`src/rtl/psw_pkg.sv`:
```
package psw_pkg;
  typedef enum logic {
    SRC_MOUSE = 1'b0,
    SRC_JOY   = 1'b1
  } src_t;
endpackage

```
`src/rtl/psw_sync.sv`:
```
module psw_sync #(
  parameter int W      = 4,
  parameter int STAGES = 2
) (
  input  logic         clk,
  input  logic         rst,
  input  logic [W-1:0] d,
  output logic [W-1:0] q
);
  logic [W-1:0] stage_q [STAGES];

  always_ff @(posedge clk) begin
    if (rst) begin
      for (int i = 0; i < STAGES; i++) stage_q[i] <= '0;
    end else begin
      stage_q[0] <= d;
      for (int i = 1; i < STAGES; i++) stage_q[i] <= stage_q[i-1];
    end
  end

  assign q = stage_q[STAGES-1];
endmodule

```
`src/rtl/psw_edge.sv`:
```
module psw_edge #(
  parameter int W = 5
) (
  input  logic         clk,
  input  logic         rst,
  input  logic [W-1:0] lvl,
  output logic [W-1:0] rise
);
  logic [W-1:0] prev_q;

  always_ff @(posedge clk) begin
    if (rst) prev_q <= '0;
    else     prev_q <= lvl;
  end

  assign rise = lvl & ~prev_q;


  rise_single_cycle_chk: assert property (@(posedge clk) disable iff (rst)
    (rise & $past(rise)) == '0);
endmodule

```
`src/rtl/psw_arbiter.sv`:
```
module psw_arbiter
  import psw_pkg::*;
(
  input  logic clk,
  input  logic rst,
  input  logic joy_hit,
  input  logic mouse_hit,
  output src_t sel_q,
  output src_t sel_d
);
  always_comb begin
    sel_d = sel_q;
    if (joy_hit && !mouse_hit)      sel_d = SRC_JOY;
    else if (mouse_hit && !joy_hit) sel_d = SRC_MOUSE;
  end

  always_ff @(posedge clk) begin
    if (rst) sel_q <= SRC_MOUSE;
    else     sel_q <= sel_d;
  end


  tie_keeps_sel_chk: assert property (@(posedge clk) disable iff (rst)
    (joy_hit && mouse_hit) |=> $stable(sel_q));


  joy_held_without_button_chk: assert property (@(posedge clk) disable iff (rst)
    (sel_q == SRC_JOY && !mouse_hit) |=> sel_q == SRC_JOY);
endmodule

```
`src/rtl/psw_mux.sv`:
```
module psw_mux
  import psw_pkg::*;
#(
  parameter int DIR_W  = 4,
  parameter int MBTN_W = 2
) (
  input  logic              clk,
  input  logic              rst,
  input  src_t              sel_d,
  input  logic [DIR_W-1:0]  joy_dir,
  input  logic              joy_fire,
  input  logic [DIR_W-1:0]  quad,
  input  logic [MBTN_W-1:0] mbtn,
  output logic [DIR_W-1:0]  port_dir,
  output logic [MBTN_W-1:0] port_btn
);
  always_ff @(posedge clk) begin
    if (rst) begin
      port_dir <= '0;
      port_btn <= '0;
    end else if (sel_d == SRC_JOY) begin
      port_dir <= joy_dir;
      port_btn <= MBTN_W'(joy_fire);
    end else begin
      port_dir <= quad;
      port_btn <= mbtn;
    end
  end


  joy_masks_upper_btn_chk: assert property (@(posedge clk) disable iff (rst)
    (sel_d == SRC_JOY) |=> port_btn[MBTN_W-1:1] == '0);
endmodule

```
`src/rtl/psw_autoswitch.sv`:
```
module psw_autoswitch
  import psw_pkg::*;
#(
  parameter int DIR_W       = 4,
  parameter int MBTN_W      = 2,
  parameter int SYNC_STAGES = 2
) (
  input  logic              clk,
  input  logic              rst,
  input  logic [DIR_W-1:0]  joy_dir_i,
  input  logic              joy_fire_i,
  input  logic [DIR_W-1:0]  mouse_quad_i,
  input  logic [MBTN_W-1:0] mouse_btn_i,
  output logic              sel_o,
  output logic [DIR_W-1:0]  port_dir_o,
  output logic [MBTN_W-1:0] port_btn_o
);
  localparam int JOY_W = DIR_W + 1;

  logic [JOY_W-1:0]  joy_s, joy_rise;
  logic [MBTN_W-1:0] mbtn_s, mbtn_rise;
  logic [DIR_W-1:0]  quad_s;
  src_t              sel_q, sel_d;
  logic              joy_hit, mouse_hit;

  psw_sync #(.W(JOY_W), .STAGES(SYNC_STAGES)) u_sync_joy (
    .clk(clk), .rst(rst), .d({joy_fire_i, joy_dir_i}), .q(joy_s));
  psw_sync #(.W(MBTN_W), .STAGES(SYNC_STAGES)) u_sync_btn (
    .clk(clk), .rst(rst), .d(mouse_btn_i), .q(mbtn_s));
  psw_sync #(.W(DIR_W), .STAGES(SYNC_STAGES)) u_sync_quad (
    .clk(clk), .rst(rst), .d(mouse_quad_i), .q(quad_s));

  psw_edge #(.W(JOY_W)) u_edge_joy (
    .clk(clk), .rst(rst), .lvl(joy_s), .rise(joy_rise));
  psw_edge #(.W(MBTN_W)) u_edge_btn (
    .clk(clk), .rst(rst), .lvl(mbtn_s), .rise(mbtn_rise));

  assign joy_hit   = |joy_rise;
  assign mouse_hit = |mbtn_rise;

  psw_arbiter u_arb (
    .clk(clk), .rst(rst), .joy_hit(joy_hit), .mouse_hit(mouse_hit),
    .sel_q(sel_q), .sel_d(sel_d));

  psw_mux #(.DIR_W(DIR_W), .MBTN_W(MBTN_W)) u_mux (
    .clk(clk), .rst(rst), .sel_d(sel_d),
    .joy_dir(joy_s[DIR_W-1:0]), .joy_fire(joy_s[DIR_W]),
    .quad(quad_s), .mbtn(mbtn_s),
    .port_dir(port_dir_o), .port_btn(port_btn_o));

  assign sel_o = (sel_q == SRC_JOY);


  quad_never_reclaims_chk: assert property (@(posedge clk) disable iff (rst)
    (sel_o && !mouse_hit) |=> sel_o);


  joy_port_btn_follows_sel_chk: assert property (@(posedge clk) disable iff (rst)
    sel_o |-> port_btn_o[MBTN_W-1:1] == '0);
endmodule

```
`config.mk`:
```
export PLATFORM = sky130hd
export DESIGN_NAME = psw_autoswitch
export DESIGN_NICKNAME = d
export VERILOG_FILES = /design/src/rtl/psw_pkg.sv /design/src/rtl/psw_sync.sv /design/src/rtl/psw_edge.sv /design/src/rtl/psw_arbiter.sv /design/src/rtl/psw_mux.sv /design/src/rtl/psw_autoswitch.sv
export SDC_FILE = /design/constraint.sdc
export NUM_CORES = 1
export LEC_CHECK = 0
export ABC_CLOCK_PERIOD_IN_PS = 1900
export BUFFER_PORTS_ARGS = -buffer_cell sky130_fd_sc_hd__buf_4
export CORE_MARGIN = 10
export CORE_UTILIZATION = 38
export CTS_CLUSTER_DIAMETER = 150
export CTS_CLUSTER_SIZE = 16
export DETAILED_ROUTE_END_ITERATION = 10
export GPL_TIMING_DRIVEN = 0
export PLACE_DENSITY = 0.65
export SETUP_SLACK_MARGIN = 0.5
export SLEW_MARGIN = 10
export SYNTH_ARGS = -nofsm -noshare
export SYNTH_HDL_FRONTEND = slang
export SYNTH_SLANG_ARGS = --single-unit
```
`constraint.sdc`:
```
create_clock -name clk -period 1.9 [get_ports clk]
set_input_delay 0.38 -clock clk [delete_from_list [all_inputs] [get_ports clk]]
set_output_delay 0.38 -clock clk [all_outputs]
set_load 0.02 [all_outputs]
```
## Word-level counts from Yosys, hierarchy flattened

Memory sizes are Yosys's and may differ from the RTL's.
Index checks and enable logic that the tools add are counted.

| cells by class | value |
|---|---|
| muxes and demuxes | 13 |
| bitwise gates (word level) | 10 |
| reductions and logical operators | 7 |

Operators by type and width:

| cell | number |
|---|---|
| two-way mux 4 bit | 3 |
| two-way mux 5 bit | 2 |
| two-way mux 1 bit | 6 |
| OR 1 bit | 6 |
| bitwise AND 5 bit | 1 |
| inverter 5 bit | 1 |
| OR reduction 5 bit | 1 |
| two-way mux 2 bit | 2 |
| OR reduction 2 bit | 2 |
| bitwise AND 2 bit | 1 |
| logical AND 1 bit | 2 |
| zero test 1 bit | 2 |
| inverter 2 bit | 1 |

| word-level totals | value |
|---|---|
| register bits | 14 |
| RAM bits | 22 |
| input port bits | 13 |
| output and inout port bits | 7 |
| logic and storage cells | 39 |
| memories | 3 |

Memories:

| name | words | width | rd ports | clocked after memory_dff | wr ports | RTL line | source |
|---|---|---|---|---|---|---|---|
| u_sync_joy.stage_q | 2 | 5 | 2 | 0 | 2 | psw_sync.sv:10 | `logic [W-1:0] stage_q [STAGES];` |
| u_sync_quad.stage_q | 2 | 4 | 2 | 0 | 2 | psw_sync.sv:10 |  |
| u_sync_btn.stage_q | 2 | 2 | 2 | 0 | 2 | psw_sync.sv:10 |  |

## Logic depth before layout (Yosys ltp)

| logic depth | value |
|---|---|
| depth in word-level cells | 8 |
| mapped depth | 5 |
| mapped depth without buffers | 5 |

## Hierarchy

From an unflattened synthesis, not the netlist that was laid out.

| second synthesis, totals | value |
|---|---|
| cell total of the unflattened synthesis | 103 |
| area, all modules | 1159.9 um^2 |

Modules (own cells, without submodules):

| module | instances | cells each | area an instance (um^2) | seq. area each (um^2) |
|---|---|---|---|---|
| psw_sync (u_sync_joy) | 1 | 25 | 300.3 | 200.2 |
| psw_sync (u_sync_quad) | 1 | 20 | 240.2 | 160.2 |
| psw_mux | 1 | 18 | 207.7 | 120.1 |
| psw_edge (u_edge_joy) | 1 | 15 | 162.7 | 100.1 |
| psw_sync (u_sync_btn) | 1 | 10 | 120.1 | 80.1 |
| psw_edge (u_edge_btn) | 1 | 6 | 70.1 | 40.0 |
| psw_arbiter | 1 | 5 | 40.0 | 20.0 |
| psw_autoswitch | 1 | 4 | 18.8 | 0.0 |

## Worst setup path after synthesis

No wires, ideal clock.

| path | value |
|---|---|
| path type | reg-to-reg |
| start point | register u_edge_joy.prev_q[4] |
| end point | register u_mux.port_btn[0] |
| library setup time | 0.121 ns |
| data arrival time | 1.377 ns |
| required time | 1.779 ns |
| setup slack | 0.403 ns |
| stages on the path, launching flop included | 6 |
| path buffers | 0 |
| period minus slack after synthesis | 1.497 ns |
| cells stage by stage | dfxtp_1 inv_1 a222oi_1 a31oi_1 nor2_4 mux2_2 |

| between the ends | value |
|---|---|
| word-level cells in the longest chain between the ends | 8 |
| elaborated cells on any way between the ends | 9 |
| those cells by class | mux (3); bitwise (2); reduce/logical (4) |

RTL lines:

| what | RTL line | source |
|---|---|---|
| start: declaration | psw_edge.sv:9 | `logic [W-1:0] prev_q;` |
| start signal: assignment | psw_edge.sv:13 | `else prev_q <= lvl;` |
| inverter 5 bit (*) | psw_edge.sv:16 | `assign rise = lvl & ~prev_q;` |
| bitwise AND 5 bit (*) | psw_edge.sv:16 |  |
| OR reduction 5 bit (*) | psw_autoswitch.sv:38 | `assign joy_hit = \|joy_rise;` |
| zero test 1 bit | psw_arbiter.sv:14 | `else if (mouse_hit && !joy_hit) sel_d = SRC_MOUSE;` |
| logical AND 1 bit | psw_arbiter.sv:14 |  |
| two-way mux 1 bit | psw_arbiter.sv:14 |  |
| two-way mux 1 bit (*) | psw_arbiter.sv:13 | `if (joy_hit && !mouse_hit) sel_d = SRC_JOY;` |
| two-way mux 1 bit (*) | psw_mux.sv:21 | `end else if (sel_d == SRC_JOY) begin` |
| end signal: assignment | psw_mux.sv:23 | `port_btn <= MBTN_W'(joy_fire);` |
| end signal: assignment | psw_mux.sv:26 | `port_btn <= mbtn;` |
| end: declaration | psw_mux.sv:15 | `output logic [MBTN_W-1:0] port_btn` |

Every way passes the cells marked *; elsewhere a longest branch is shown, timed or not.
A chain may end at the register's enable or synchronous reset.

## Final worst setup path

| path | value |
|---|---|
| start point | register u_edge_joy.prev_q[4] |
| end point | register u_mux.port_dir[3] |

| between the ends | value |
|---|---|
| word-level cells in the longest chain between the ends | 8 |
| elaborated cells on any way between the ends | 9 |
| those cells by class | mux (3); bitwise (2); reduce/logical (4) |

RTL lines:

| what | RTL line | source |
|---|---|---|
| inverter 5 bit (*) | psw_edge.sv:16 |  |
| bitwise AND 5 bit (*) | psw_edge.sv:16 |  |
| OR reduction 5 bit (*) | psw_autoswitch.sv:38 |  |
| zero test 1 bit | psw_arbiter.sv:14 |  |
| logical AND 1 bit | psw_arbiter.sv:14 |  |
| two-way mux 1 bit | psw_arbiter.sv:14 |  |
| two-way mux 1 bit (*) | psw_arbiter.sv:13 |  |
| two-way mux 4 bit (*) | psw_mux.sv:21 |  |
| end signal: assignment | psw_mux.sv:22 | `port_dir <= joy_dir;` |
| end signal: assignment | psw_mux.sv:25 | `port_dir <= quad;` |
| end: declaration | psw_mux.sv:14 | `output logic [DIR_W-1:0] port_dir,` |

Marks and branches as above.

==> results.md <==
* Status: finished, final reports clean
* Num ports at 20
* Post-synthesis mux area share at around 5.2%
* Mapped Nets at between 100 and 150
* Met2 Use GR at about a tenth
* Post-route setup TNS at 0 ns
* Skew final at slightly above 0.005 ns
* Post-synthesis xor/xnor area fraction at 0%
* Pre-CTS setup slack at approximately 0.26 ns
* Vias in the first global route at 660
* Clk_lat worst skew at about 0.33 ns
* Most used routing layer: met2
* Initial antenna violation count at 0
* WL/cell at 11.3 um
* Final WS setup at roughly 0.25 ns
* Placed Area at ~0.0013 mm^2
* Wirelength, routed at around 1700 um
* Final-report setup violation count at 0
* Cell Count, Final, Fillers Out at between 150 and 200
* Die H at 73.2 um
* Worst r2r path cells at 6
* CTS root buf: clkbuf_4
* Rel. slew slack at about 66%
* Vias per cell at between 4 and 5
* RSZ-0062 raised after global routing: true
* Met3 usage at under 10%
* First-pass GRT wire length at around 2800 um
* Yosys warning count at 0
* CTS H-Tree Depth at 2
* Part of the power in the clock network at between 30 and 40%
* Sw Share at 22.9%
* Synth Instances at 93
* Dpl hpwl at approximately 1200 um
* Starting Density at roughly 40%
* Via Count at between 600 and 700
* Pwr/cell area at about 1000 mW/mm^2
* Tcrit/Tclk final at roughly 87%
* Critical Path AT at 1.87 ns
* Max_cap viols at 0
* CTS tree: built
* Die area at 0.00536 mm^2
* CP startpoint kind: register
* # hold bufs at CTS at 0
* Pin count of the biggest net entering global routing at 12
* Routability cong. at approximately 0.67
* Rows at 19
* GRT Total Usage at under 10%
* Grt ovf at 0
* Final Max Tran Viols at 0
* Final instance area at between 0.001 and 0.0015 mm^2
* Core area at roughly 0.0027 mm^2
* Count of final hold-check violations at 0
* Switching power at ~0.3 mW
* Synth Register Bits at 36
* Crit path capture type: register
* Flop pwr share at between 50% and 60%
* Buffers added on ports at 19
* Synth Area in Adders at 0%
* Peak supply drop at 0.000616 V
* Met1 Use GR at around 7.3%
* Hold depth at 2
* Cell Area, Synth at about 0.0011 mm^2
* P&R area growth vs syn at 28.1%
* Reg-to-Reg End: u_mux.port_dir[3]
* Filler Cell Count at 246
* Largest family of logic cells by synthesized area: simple AND/OR/NAND/NOR gates
* CP max FO at 6
* DRC violations left at 0
* Drt pass-1 iters at 4
* Initial DRC Count at 7
* Die width at around 73 um
* Simple logic cell fraction of the synthesized area at 20.7%
* Max Root-Sink Buffers at 2
* TritonCTS buffer count at 5
* Req. time, crit path at roughly 2.1 ns
* Combinational power share at about a tenth
* Fmax at between 600 and 700 MHz
* Ant. Diodes at 0
* Most common cell after layout, fill and taps aside: dfxtp_1
* Final Core Density at between 50 and 60%
* ANT nets after route at 0
* Worst hold slack at ~0.25 ns
* Reg2reg setup slack at approximately 0.25 ns
* Internal power at between 1 and 1.5 mW
* Clock sink count at 36
* RR Startpoint: u_edge_joy.prev_q[4]
* Minimum clock period at about 1.6 ns
* Clk slew on worst S/H paths at 0.10 ns
* Crit. Startpoint: u_edge_joy.prev_q[4]
* Crit path capture: u_mux.port_dir[3]
* Critical path type: register to register
* Avg Cell Area, Syn at roughly 12 um^2
* Inst Count DP at 143
* Total Power at roughly 1.3 mW
* Final nets at 134
* Post-synthesis compound-gate area fraction at under 10%
* Lkg Pwr at about 0.58 nW
* Layout cells sized above 1 at between 30% and 40%
* Commonest non-fill, non-tap cells in the layout: 35 x dfxtp_1, 31 x nor2b_1, 21 x buf_4
* Synth cell types at 13
* Sequential-to-total area share from yosys stat at ~67%
* Pin slew with the least headroom to its limit at 0.506 ns
* Min-Delay Path Class: input pin to register
==> kinds of logic (layout without fill, tap and decap cells) <==
kind of cell    Yosys count  in the layout
flops                    36             36
simple gates             36             36
compound gates            5              5
mux                       5              5
buf+inv                  11             40
==> power by group through the flow <==
stage | clock [mW] | combinational [mW] | sequential [mW]
floorplan | 0 | 0.0574 | 0.822
global placement | 0 | 0.109 | 0.813
detailed placement | 0 | 0.111 | 0.814
CTS | 0.423 | 0.115 | 0.796
global route | 0.460 | 0.145 | 0.799
finish | 0.410 | 0.134 | 0.796
==> per-layer routing <==
metal | vias up | wire, um
li1 | 344 | -
met1 | 278 | 778
met2 | 23 | 788
met3 | 5 | 128
met4 | 0 | 30
met5 | - | 0
==> flip-flops by register name (all words and copies together) (netlist names) <==
register	flops
u_sync_joy.stage_q	10
u_sync_quad.stage_q	8
u_edge_joy.prev_q	5
u_mux.port_dir	4
u_sync_btn.stage_q	4
u_edge_btn.prev_q	2
u_mux.port_btn	2
u_arb.sel_q	1
==> critical path, cell delays in order, from the launching register on <==
cell and delay [ns]:
dfxtp_1 0.32, inv_1 0.04, a222oi_1 0.30, buf_4 0.19, a31oi_4 0.09, nor2_4 0.28, mux2_4 0.32
==> repair_timing <==
action | in CTS | in global routing
endpoints found under the setup margin | 5 | 7
gates resized for setup | 0 | 10
pin swaps | 0 | 2
setup buffers | 1 | 1
==> worst min-delay path by stage <==
stage,start,to,slack [ns]
2_1_floorplan,u_sync_btn.stage_q[0][0],u_sync_btn.stage_q[0][2],0.41
3_3_place_gp,u_sync_quad.stage_q[0][1],u_sync_quad.stage_q[0][5],0.42
3_5_place_dp,u_sync_quad.stage_q[0][2],u_sync_quad.stage_q[0][6],0.42
4_1_cts,joy_dir_i[1],u_sync_joy.stage_q[0][1],0.24
5_1_grt,mouse_quad_i[3],u_sync_quad.stage_q[0][3],0.23
6_report,joy_dir_i[2],u_sync_joy.stage_q[0][2],0.25
==> layout make-up <==
class                           instances  area, um^2  share of cell area (%)
Buffer                                  3        11.3                   0.817
Clock buffer                            6        51.3                    3.72
Clock inverter                          2        10.0                   0.726
Inverter                                8        30.0                    2.18
Multi-Input combinational cell         46         358                    26.0
Sequential cell                        36         722                    52.4
Tap cell                               31        38.8                    2.81
Timing Repair Buffer                   21         158                    11.4
==> Yosys cell counts, drive strengths merged <==
master | instances | area share [%]
dfxtp | 36 | 67
nor2b | 31 | 18
inv | 8 | 2.8
mux2 | 5 | 5.2
nor2 | 4 | 2.1
clkbuf | 3 | 1.0
a21oi | 1 | 0.46
a222oi | 1 | 0.93
a22oi | 1 | 0.70
a31oi | 1 | 0.58
nor4 | 1 | 0.58
o22ai | 1 | 0.58
Power figures use the tool's default switching activity.
